$ cat config.mk
export PLATFORM = sky130hd
export DESIGN_NAME = hbw_bridge
export DESIGN_NICKNAME = d
export VERILOG_FILES = /design/src/rtl/hbw_pkg.sv /design/src/rtl/hbw_classify.sv /design/src/rtl/hbw_hold.sv /design/src/rtl/hbw_fsm.sv /design/src/rtl/hbw_bridge.sv
export SDC_FILE = /design/constraint.sdc
export NUM_CORES = 1
export LEC_CHECK = 0
export BUFFER_PORTS_ARGS = -buffer_cell sky130_fd_sc_hd__buf_2
export CORE_MARGIN = 2
export CORE_UTILIZATION = 42
export DETAILED_ROUTE_END_ITERATION = 6
export GPL_TIMING_DRIVEN = 0
export HOLD_SLACK_MARGIN = 0.15
export PLACE_DENSITY_LB_ADDON = 0.2
export SETUP_SLACK_MARGIN = 0.02
export SLEW_MARGIN = 40
export SYNTH_ARGS = -nofsm -noshare
export SYNTH_HDL_FRONTEND = slang
export SYNTH_SLANG_ARGS = --single-unit
$ cat constraint.sdc
create_clock -name clk -period 1.9 [get_ports clk]
set_input_delay 0.285 -clock clk [delete_from_list [all_inputs] [get_ports clk]]
set_output_delay 0.285 -clock clk [all_outputs]
set_load 0.005 [all_outputs]
$ cat src/rtl/hbw_pkg.sv
package hbw_pkg;

    typedef enum logic [1:0] {
        ST_IDLE,
        ST_WRITE,
        ST_READ,
        ST_ACK
    } hbw_state_e;

    typedef enum logic [2:0] {
        AK_WORD_WR,
        AK_WORD_RD,
        AK_LO_WR,
        AK_HI_WR,
        AK_LO_RD,
        AK_HI_RD,
        AK_BAD
    } hbw_kind_e;

    localparam logic [1:0] SZ_BYTE = 2'b00;
    localparam logic [1:0] SZ_HALF = 2'b01;
    localparam logic [1:0] SZ_WORD = 2'b10;

endpackage

$ cat src/rtl/hbw_classify.sv
module hbw_classify
    import hbw_pkg::*;
(
    input  logic       we,
    input  logic [1:0] size,
    input  logic       half_sel,
    output hbw_kind_e  kind
);

    always_comb begin
        unique case (size)
            SZ_WORD: kind = we ? AK_WORD_WR : AK_WORD_RD;
            SZ_HALF: begin
                if (we) kind = half_sel ? AK_HI_WR : AK_LO_WR;
                else    kind = half_sel ? AK_HI_RD : AK_LO_RD;
            end
            default: kind = AK_BAD;
        endcase
    end

endmodule

$ cat src/rtl/hbw_hold.sv
module hbw_hold #(
    parameter int HW = 16
) (
    input  logic          clk,
    input  logic          rst_n,
    input  logic          wr_load,
    input  logic [HW-1:0] wr_din,
    input  logic          rd_load,
    input  logic [HW-1:0] rd_din,
    output logic [HW-1:0] wr_hold,
    output logic [HW-1:0] rd_hold
);

    always_ff @(posedge clk) begin
        if (!rst_n) begin
            wr_hold <= '0;
            rd_hold <= '0;
        end else begin
            if (wr_load) wr_hold <= wr_din;
            if (rd_load) rd_hold <= rd_din;
        end
    end

endmodule

$ cat src/rtl/hbw_fsm.sv
module hbw_fsm
    import hbw_pkg::*;
(
    input  logic       clk,
    input  logic       rst_n,
    input  logic       req,
    input  hbw_kind_e  kind,
    output hbw_state_e state
);

    hbw_state_e state_nx;

    always_ff @(posedge clk) begin
        if (!rst_n) state <= ST_IDLE;
        else        state <= state_nx;
    end

    always_comb begin
        state_nx = state;
        unique case (state)
            ST_IDLE: begin
                if (req) begin
                    unique case (kind)
                        AK_WORD_WR, AK_HI_WR: state_nx = ST_WRITE;
                        AK_WORD_RD, AK_LO_RD: state_nx = ST_READ;
                        default:              state_nx = ST_ACK;
                    endcase
                end
            end
            ST_WRITE: state_nx = ST_ACK;
            ST_READ:  state_nx = ST_ACK;
            ST_ACK:   state_nx = ST_IDLE;
            default:  state_nx = ST_IDLE;
        endcase
    end

endmodule

$ cat src/rtl/hbw_bridge.sv
module hbw_bridge
    import hbw_pkg::*;
#(
    parameter int AW = 8,
    parameter int DW = 32
) (
    input  logic          clk,
    input  logic          rst_n,
    input  logic          up_req,
    input  logic          up_we,
    input  logic [1:0]    up_size,
    input  logic [AW-1:0] up_addr,
    input  logic [DW-1:0] up_wdata,
    output logic [DW-1:0] up_rdata,
    output logic          up_ack,
    output logic          up_err,
    output logic [AW-1:0] dn_addr,
    output logic          dn_wr,
    output logic          dn_rd,
    output logic [DW-1:0] dn_wdata,
    input  logic [DW-1:0] dn_rdata
);

    localparam int HW = DW / 2;

    hbw_state_e    state;
    hbw_kind_e     kind;
    hbw_kind_e     kind_q;
    logic [AW-1:0] addr_q;
    logic [DW-1:0] wdata_q;
    logic [DW-1:0] rdata_q;
    logic          err_q;
    logic [HW-1:0] wr_hold;
    logic [HW-1:0] rd_hold;
    logic          accept;

    hbw_classify u_classify (
        .we       (up_we),
        .size     (up_size),
        .half_sel (up_addr[1]),
        .kind     (kind)
    );

    hbw_fsm u_fsm (
        .clk   (clk),
        .rst_n (rst_n),
        .req   (up_req),
        .kind  (kind),
        .state (state)
    );

    assign accept = (state == ST_IDLE) && up_req;

    hbw_hold #(.HW(HW)) u_hold (
        .clk     (clk),
        .rst_n   (rst_n),
        .wr_load (accept && (kind == AK_LO_WR)),
        .wr_din  (up_wdata[HW-1:0]),
        .rd_load ((state == ST_READ) && (kind_q == AK_LO_RD)),
        .rd_din  (dn_rdata[DW-1:HW]),
        .wr_hold (wr_hold),
        .rd_hold (rd_hold)
    );

    // Request capture and response data
    always_ff @(posedge clk) begin
        if (!rst_n) begin
            kind_q  <= AK_BAD;
            addr_q  <= '0;
            wdata_q <= '0;
            rdata_q <= '0;
            err_q   <= 1'b0;
        end else if (accept) begin
            kind_q  <= kind;
            err_q   <= (kind == AK_BAD);
            addr_q  <= up_addr;
            wdata_q <= up_wdata;
            rdata_q <= '0;
            if (kind == AK_HI_WR) begin
                addr_q     <= up_addr;
                addr_q[1]  <= 1'b0;
                wdata_q    <= {up_wdata[HW-1:0], wr_hold};
            end
            if (kind == AK_HI_RD) rdata_q <= {{HW{1'b0}}, rd_hold};
        end else if (state == ST_READ) begin
            if (kind_q == AK_LO_RD) rdata_q <= {{HW{1'b0}}, dn_rdata[HW-1:0]};
            else                    rdata_q <= dn_rdata;
        end
    end

    // Output decode
    always_comb begin
        dn_wr    = (state == ST_WRITE);
        dn_rd    = (state == ST_READ);
        dn_addr  = addr_q;
        dn_wdata = wdata_q;
        up_ack   = (state == ST_ACK);
        up_err   = up_ack && err_q;
        up_rdata = up_ack ? rdata_q : '0;
    end


    ack_pulse_chk: assert property (@(posedge clk) disable iff (!rst_n)
        up_ack |=> !up_ack);


    strobe_excl_chk: assert property (@(posedge clk) disable iff (!rst_n)
        !(dn_wr && dn_rd));


    strobe_ack_chk: assert property (@(posedge clk) disable iff (!rst_n)
        (dn_wr || dn_rd) |=> up_ack);


    err_zero_chk: assert property (@(posedge clk) disable iff (!rst_n)
        up_err |-> (up_ack && (up_rdata == '0)));


    hi_addr_chk: assert property (@(posedge clk) disable iff (!rst_n)
        (dn_wr && (kind_q == AK_HI_WR)) |-> (dn_addr[1] == 1'b0));


    lo_upper_chk: assert property (@(posedge clk) disable iff (!rst_n)
        (dn_rd && (kind_q == AK_LO_RD)) |=> (up_rdata[DW-1:HW] == '0));


    hi_noread_chk: assert property (@(posedge clk) disable iff (!rst_n)
        (up_ack && (kind_q == AK_HI_RD)) |-> !$past(dn_rd));

endmodule

==> Word-level counts from Yosys, hierarchy flattened <==
Cells that the tools add are included.
{ "classes": {"muxes": 15, "addsub": 0, "div": 0, "n_reduce_logical": 10, "bitwise_logic": 0, "multipliers": 0, "shifts": 0, "magnitude_cmp": 0, "eq_ne": 13} }
{ "op_table": {"columns": ["operator", "count"], "rows": [
  ["32-bit 2-to-1 mux", 5],
  ["16-bit 2-to-1 mux", 1],
  ["3-bit equality test, second input constant", 4],
  ["2-bit equality test, second input constant", 3],
  ["3-bit by 2-bit equality test with 1-bit output, second input constant", 2],
  ["2-bit case mux with 3 select lines", 1],
  ["3-bit case mux with 2 select lines", 1],
  ["2-bit OR reduction", 3],
  ["2-bit by 1-bit equality test with 1-bit output, second input constant", 2],
  ["1-bit logical AND", 4],
  ["2-bit 2-to-1 mux", 2],
  ["2-bit case mux with 2 select lines", 1],
  ["3-bit by 1-bit equality test with 1-bit output, second input constant", 1],
  ["3-bit logical NOT", 1],
  ["1-bit 2-to-1 mux", 3],
  ["3-bit 2-to-1 mux", 1],
  ["2-bit logical NOT", 1],
  ["2-bit != test, second input constant", 1],
  ["2-bit nonzero test", 1]
]} }
{ "word_totals": {"mem_bits_ro": 0, "latchBits": 0, "ramBits": 0, "output_inout_bits": 76, "elab_cells": 46, "mem_count": 0, "register_bits": 110} }

==> Longest topological paths before layout <==
Gate-level depths: netlist of the first run.
{ "logic_depth": {"word_depth": 8, "depth_mapped": 8} }

==> Hierarchy <==
A second synthesis of the first run with hierarchy kept.
{ "hier_totals": {"hier_cells": 520, "hier_area_um2": 4782.1} }
{ "by_module_without_submodules": {"columns": ["module", "cells_per_inst", "instances", "seq_area_each_um2", "area_each_um2"], "rows": [
  ["hbw_bridge", 392, 1, 1521.5, 3354.5],
  ["hbw_hold", 103, 1, 640.6, 1234.9],
  ["hbw_fsm", 14, 1, 40.0, 125.1],
  ["hbw_classify", 11, 1, 0.0, 67.6]
]} }

==> Worst setup path after synthesis of the first run <==
OpenSTA, ideal clock, no wires.
{ "synth_timing": {"path_type": "flip-flop to flip-flop", "start": "reg u_fsm.state[0]", "end": "reg wdata_q[19], in the netlist dn_wdata[19]", "slack_ns": 0.295, "path_buffers": 4, "setup_time_ns": 0.133, "arrival_time_ns": 1.472, "stages_incl_launch_ff": 9, "path_cell_list": "dfxtp_1 inv_1 ha_1 buf_4 and2_1 buf_4 buf_2 clkbuf_1 a21oi_1"} }
{ "synth_between": {"elab_chain_cells": 2} }
{ "synth_rtl": {"columns": ["item", "line", "rtl"], "rows": [
  ["start, declared", "hbw_fsm.sv:8", "output hbw_state_e state"],
  ["start signal, assigned", "hbw_fsm.sv:15", "else state <= state_nx;"],
  ["2-bit logical NOT", "hbw_bridge.sv:52", "assign accept = (state == ST_IDLE) && up_req;"],
  ["1-bit logical AND", "hbw_bridge.sv:52", null],
  ["end signal, assigned", "hbw_bridge.sv:77", "wdata_q <= up_wdata;"],
  ["end signal, assigned", "hbw_bridge.sv:82", "wdata_q <= {up_wdata[HW-1:0], wr_hold};"],
  ["end, declared", "hbw_bridge.sv:30", "logic [DW-1:0] wdata_q;"]
]} }
No other way between the ends.
A chain may end at the register's enable or synchronous reset.

==> Final worst setup path of the first run <==
{ "layout_timing": {"start": "reg u_fsm.state[0]", "end": "out up_rdata[20]"} }
{ "layout_between": {"elab_chain_cells": 2} }
{ "layout_rtl": {"columns": ["item", "line", "rtl"], "rows": [
  ["2-bit equality test", "hbw_bridge.sv:97", "up_ack = (state == ST_ACK);"],
  ["32-bit 2-to-1 mux", "hbw_bridge.sv:99", "up_rdata = up_ack ? rdata_q : '0;"],
  ["end, declared", "hbw_bridge.sv:14", "output logic [DW-1:0] up_rdata,"]
]} }
No other way between the ends.

==> results.toml, run 1 <==
[cells_and_area]
finalNetCount = 831
area_growth_pct = 27.52
final_layout_size_suffix_gt1_share_pct = 29.73
insertedDiodeCount = 0
fillerInstances = 1127
final_cell_count_no_fill = 897

[synth]
synth_flop_cell = "dfxtp_1"
synthAdderAreaFrac_pct = 1.732
synth_edf_count = 0
synth_seq_cells = 110
synth_most_common_cell = "dfxtp_1"
synth_common_cells = "110 x dfxtp_1, 90 x a21oi_1, 52 x nand2_1"
synth_xor_xnor_area_share_pct = 0
synthSimpleGateAreaFrac_pct = 14.63
synth_top_cell_by_area = "dfxtp_1"
synth_top_family_by_area = "compound AO/OA/AOI/OAI gates"
synth_compound_area_share_pct = 25.54
synth_top_area_share_pct = 43.55
synth_nets = 669
synthTopCellsByArea = "dfxtp_1 44%, a21oi_1 8.9%, mux2i_1 6.3%"
synth_cell_types = 40
syn_inst = 584
yosysSeqAreaShare_pct = 43.55
synth-async-reset-ratio_pct = 0
synth.avg_cell_area_um2 = 8.658
syn_area_um2 = 5056
ys_warn_count = 0
synth.area.mux_share_pct = 6.335

[global_routing]
grt_usage_pct = 21.75
first_global_vias = 4528
grt_antenna_before_repair = 0
grt_start_max_net_pins = 18
grt_pass1_wl_mm = 22.50
grt-ovfl-total = 0

[cts]
cts_buffers = 9
path_clk_slew_ns = 0.08
clock_sinks = 110
cts_buffer_depth = 2
clk_latency_ns = 0.35
cts_tree = "yes"
htree_levels = 3
cts-root-buf = "clkbuf_16"

[placed_design]
place.gp.congestion = 0.8678
dp_cells = 882
place_hpwl_mm = 10.91
port_buffers = 151
place_ws_ns = -0.1203

[critical_path]
cpMaxStageDelayCell = "dfxtp_1"
cp-startpoint = "u_fsm.state[0]$_SDFFE_PN0P_"
crit_arrival_ns = 1.56
endpoint_kind = "primary output"
crit_type = "flop to primary output"
r2r_slack_ns = 0.09
slowest_delay_ns = 0.38
crit_path_max_fanout = 10
required_ns = 1.62
path_cells = "ha_2 -> clkbuf_4 -> and2_1 -> buf_2"
start_kind = "flop"
r2r_start = "u_fsm.state[0]$_SDFFE_PN0P_"

[sta]
finalSetupTns_ns = 0
worst_slack_ns = 0.05712
min_period_ns = 1.843
setup_viol = 0
grt_setup_unrepaired = "yes"
finalHoldViolCount = 0
period_share_pct = 96.99
finalMaxSlewViolations = 0
timing.fmax_mhz = 542.6
tightest_slew_ns = 0.5252
relSlewSlack_pct = 64.98
worst_hold_slack_ns = 0.1690
fin_skew_ns = 0.007406

[floorplanning]
initial_core_util_pct = 42.63
die_w_um = 113.7
die_area_um2 = 12930
core_area_um2 = 11860
rows = 40
ios = 154
die_h_um = 113.7

[drt]
drt_first_pass_iters = 6
finalWirelength_mm = 14.41
via_per_inst = 5.287
drc = 0
wire_per_inst_um = 16.06
vias = 4742
antenna_left = 0
drt-initial-drc-count = 224

[run]
cap_violations = 0

[power_and_ir_drop]
powerDensity_nw_per_um2 = 1131
total_leakage_power_nw = 2.931
max-vdd-ir-drop_mv = 0.4290
p_total_mw = 7.291

[hold_path]
hold_class = "input port to flop"
min-delay-start = "up_addr[4]"

[outcome]
status = "finished, final reports clean"
cell type report:
class	count	area [µm²]	share of cell area [%]
tap	147	183.9	2.853
buffer	54	295.3	4.580
clock inverter	5	61.31	0.9509
timing repair buffer	153	788.3	12.23
sequential	110	2203	34.17
inverter	39	146.4	2.271
clock buffer	10	229.0	3.551
multi-input combinational	379	2540	39.39
critical path: cells and delay by family (launching register included):
kind / cells / cell delay (ns)
DFF: 1 / 0.38
adders and majority gates: 1 / 0.31
and+or+nand+nor: 1 / 0.16
buffers and inverters: 2 / 0.36
routing by layer:
metal | part of all wire, % | track usage, % | vias up
met5 | 0 | 0 | -
met3 | 6.0 | 4.516 | 18
li1 | - | - | 2376
met4 | 1.5 | 6.992 | 0
met2 | 45 | 33.81 | 151
met1 | 47 | 30.39 | 2197
cells by family (layout without fill, tap and decap cells):
| group | after synthesis | after routing |
|---|---|---|
| multiplexers | 32 | 32 |
| adder cells (fa/ha/maj) | 7 | 7 |
| buffers and inverters | 95 | 261 |
| AND/OR/NAND/NOR | 144 | 144 |
| flip-flops | 110 | 110 |
| AO/OA/AOI/OAI | 196 | 196 |
final timing paths:
| check | end | depth (start not counted) |
|---|---|---|
| max | up_rdata[20] | 4 |
| min | dn_addr[4]$_SDFFE_PN0P_ | 3 |
| max reg2reg | rdata_q[15]$_SDFFE_PN0P_ | 7 |
| min reg2reg | u_hold.rd_hold[14]$_SDFFE_PN0P_ | 2 |
sequential cells by signal, indices dropped and copies added, names as in the netlist:
| signal | count |
|---|---|
| dn_wdata | 32 |
| rdata_q | 32 |
| u_hold.rd_hold | 16 |
| u_hold.wr_hold | 16 |
| dn_addr | 8 |
| kind_q | 3 |
| u_fsm.state | 2 |
| err_q | 1 |
layout by cell type, fill, tap and decap left out, types with 2 or more instances in the layout:
| cell | synthesis | layout |
|---|---|---|
| buf_2 | 17 | 164 |
| dfxtp_1 | 110 | 109 |
| a21oi_1 | 90 | 89 |
| nand2_1 | 52 | 52 |
| o21ai_0 | 50 | 50 |
| inv_1 | 39 | 37 |
| and2_1 | 35 | 35 |
| mux2i_1 | 32 | 32 |
| nor2_1 | 21 | 21 |
| clkbuf_1 | 27 | 19 |
| nand3_1 | 19 | 19 |
| a32oi_1 | 16 | 16 |
| o221a_1 | 16 | 16 |
| clkbuf_16 | 0 | 10 |
| buf_4 | 8 | 8 |
| clkbuf_2 | 0 | 6 |
| a2111oi_4 | 0 | 6 |
| clkbuf_4 | 0 | 5 |
| a2111oi_2 | 10 | 5 |
| ha_1 | 7 | 5 |
| a2111oi_0 | 6 | 4 |
| nand2b_1 | 5 | 4 |
| buf_1 | 3 | 3 |
| clkinvlp_4 | 0 | 3 |
| inv_2 | 0 | 2 |
| ha_2 | 0 | 2 |
timing repair:
| item | CTS | global route |
|---|---|---|
| endpoints found under the hold margin | 0 | 0 |
| pin swaps | 0 | 3 |
| cloned | 0 | 1 |
| buffers inserted | 1 | 0 |
| setup endpoints to repair | 50 | 113 |
| hold buffers | 0 | 0 |
| gates resized for setup | 7 | 32 |
power breakdown:
group	total, mW	leakage [nW]	switching [mW]	internal [mW]
Combinational	2.34	1.90	1.36	0.979
Sequential	3.06	0.900	0.255	2.81
Clock	1.89	0.131	0.869	1.02
stage by stage:
step,utilization (%),instance area [µm²]
final,54.36,6447
after global routing,54.36,6447
after CTS,53.23,6314
after detailed placement,50.55,5996
after global placement,50.55,5996
after floorplan,-,5056
Note: power is estimated with default switching activity, not from simulation.
==> inputs of run 2 (changes only) <==
==> constraint.sdc (replaced) <==
create_clock -name clk -period 1.9 [get_ports clk]
set_input_delay 0.38 -clock clk [delete_from_list [all_inputs] [get_ports clk]]
set_output_delay 0.38 -clock clk [all_outputs]
set_load 0.005 [all_outputs]
==> run 2 against run 1 <==
  * Maximum frequency up 0.87%
  * Clock power hardly changed
  * Global-route usage hardly changed
  * Wire length grew 0.12%
  * Largest cell class unchanged
  * Sequential share of layout area increased by 0.059 points
  * Non-clock buffer count unchanged
  * Flip-flop and latch count is the same
  * Combinational power about the same
  * Cell count is the same
  * Critical path type is now flop to flop
  * Die area unchanged
  * Via count increased by 0.76%
==> results.toml, run 2 (synthesis gave the netlist of run 1 again) <==
[outcome]
status = "finished, final reports clean"

[critical_path]
slowest_delay_ns = 0.56
start_kind = "flop"
crit_arrival_ns = 2.12
crit_path_max_fanout = 8
required_ns = 2.19
crit_type = "flop to flop"
endpoint_kind = "flop"
path_cells = "inv_2 -> ha_1 -> buf_6 -> nand4b_4 -> a2111oi_0 -> o221a_1"
cpMaxStageDelayCell = "a2111oi_0"

[cts]
cts_buffers = 9
cts_buffer_depth = 2
cts-root-buf = "clkbuf_16"
cts_tree = "yes"
clock_sinks = 110
path_clk_slew_ns = 0.08
clk_latency_ns = 0.35
htree_levels = 3
cts_hold_buffers = 0

[power_and_ir_drop]
powerDensity_nw_per_um2 = 1134
max-vdd-ir-drop_mv = 0.4296
p_total_mw = 7.305
total_leakage_power_nw = 2.934

[global_routing]
grt_antenna_before_repair = 0
first_global_vias = 4526
grt_pass1_wl_mm = 22.53
grt_start_max_net_pins = 18
grt_usage_pct = 21.77
grt-ovfl-total = 0

[sta]
tightest_slew_ns = 0.5328
min_period_ns = 1.827
timing.fmax_mhz = 547.3
setup_viol = 0
fin_skew_ns = 0.008984
grt_setup_unrepaired = "yes"
relSlewSlack_pct = 63.56
worst_slack_ns = 0.07295
period_share_pct = 96.16
finalMaxSlewViolations = 0
finalHoldViolCount = 0

[floorplanning]
core_area_um2 = 11860
die_area_um2 = 12930
die_w_um = 113.7
initial_core_util_pct = 42.63
rows = 40
ios = 154
die_h_um = 113.7

[placed_design]
place_ws_ns = -0.1203
place_hpwl_mm = 10.91
port_buffers = 151
place.gp.congestion = 0.8678
dpl_cell_area_um2 = 5996

[cells_and_area]
fillerInstances = 1132
final_layout_size_suffix_gt1_share_pct = 29.73
finalNetCount = 831
multi_input_area_um2 = 2531
area_growth_pct = 27.37
stdcell_area_um2 = 6440
insertedDiodeCount = 0
seq_area_um2 = 2205
utilization_pct = 54.29
final_cell_mix = "165 x buf_2, 108 x dfxtp_1, 89 x a21oi_1"
layout_commonest_cell = "buf_2"

[drt]
antenna_left = 0
via_per_inst = 5.327
wire_per_inst_um = 16.08
drt-initial-drc-count = 245
finalWirelength_mm = 14.43
vias = 4778
drc = 0
drt_first_pass_iters = 5

[hold_path]
hold_class = "input port to flop"

[run]
cap_violations = 0
## run 2: path summary, 6_finish.rpt
| kind | start | end | slack, ns | depth (start not counted) |
|---|---|---|---|---|
| setup / recovery | u_fsm.state[0]$_SDFFE_PN0P_ | rdata_q[1]$_SDFFE_PN0P_ | 0.07 | 6 |
| hold / removal | up_addr[4] | dn_addr[4]$_SDFFE_PN0P_ | 0.26 | 3 |
| setup reg to reg | u_fsm.state[0]$_SDFFE_PN0P_ | rdata_q[1]$_SDFFE_PN0P_ | 0.07 | 6 |
| hold reg to reg | u_hold.rd_hold[13]$_SDFFE_PN0P_ | u_hold.rd_hold[13]$_SDFFE_PN0P_ | 0.46 | 2 |
## run 2: metal layers
metal,vias to the layer above,part of all wire [%],track usage [%]
li1,2374,-,-
met1,2236,47,30.42
met2,148,45,33.85
met3,20,6.1,4.516
met4,0,1.6,6.992
met5,-,0,0
## run 2: metrics by stage
stage	hold slack (ns)	TNS, ns	cells
2_1_floorplan	0.4317	0	584
6_report	0.2631	0	897
4_1_cts	0.2593	-0.1272	898
3_5_place_dp	0.4471	-4.104	882
3_3_place_gp	0.4407	-2.641	882
5_1_grt	0.2581	-0.05788	897
## run 2: report_power, final
group	total, mW	internal (mW)	leakage [nW]	switching [mW]
Combinational	2.35	0.985	1.90	1.36
Clock	1.89	1.02	0.131	0.867
Sequential	3.07	2.81	0.900	0.265
Total	7.31	4.81	2.93	2.49
## run 2: final cells by class
cell class,instances,share of cell area (%)
clock buffers,10,3.555
well taps,147,2.856
clock inverters,5,0.9520
flip-flops and latches,110,34.23
multi-input cells,379,39.30
repair buffers,153,12.24
inverters,39,2.273
plain buffers,54,4.585
## run 2: worst max-delay path: cells and delay by family, from the launching register on
family                   cells  cell delay, ns
flip-flops                   1            0.35
AO/OA/AOI/OAI                2            0.84
adder cells (fa/ha/maj)      1            0.16
AND/OR/NAND/NOR              1            0.18
buffers and inverters        2            0.23
## run 2: timing repair
action / CTS / global route
resized for setup: 10 / 29
buffers inserted: 1 / 0
pin swaps: 0 / 2
endpoints found under the setup margin: 50 / 119
gates cloned: 0 / 1
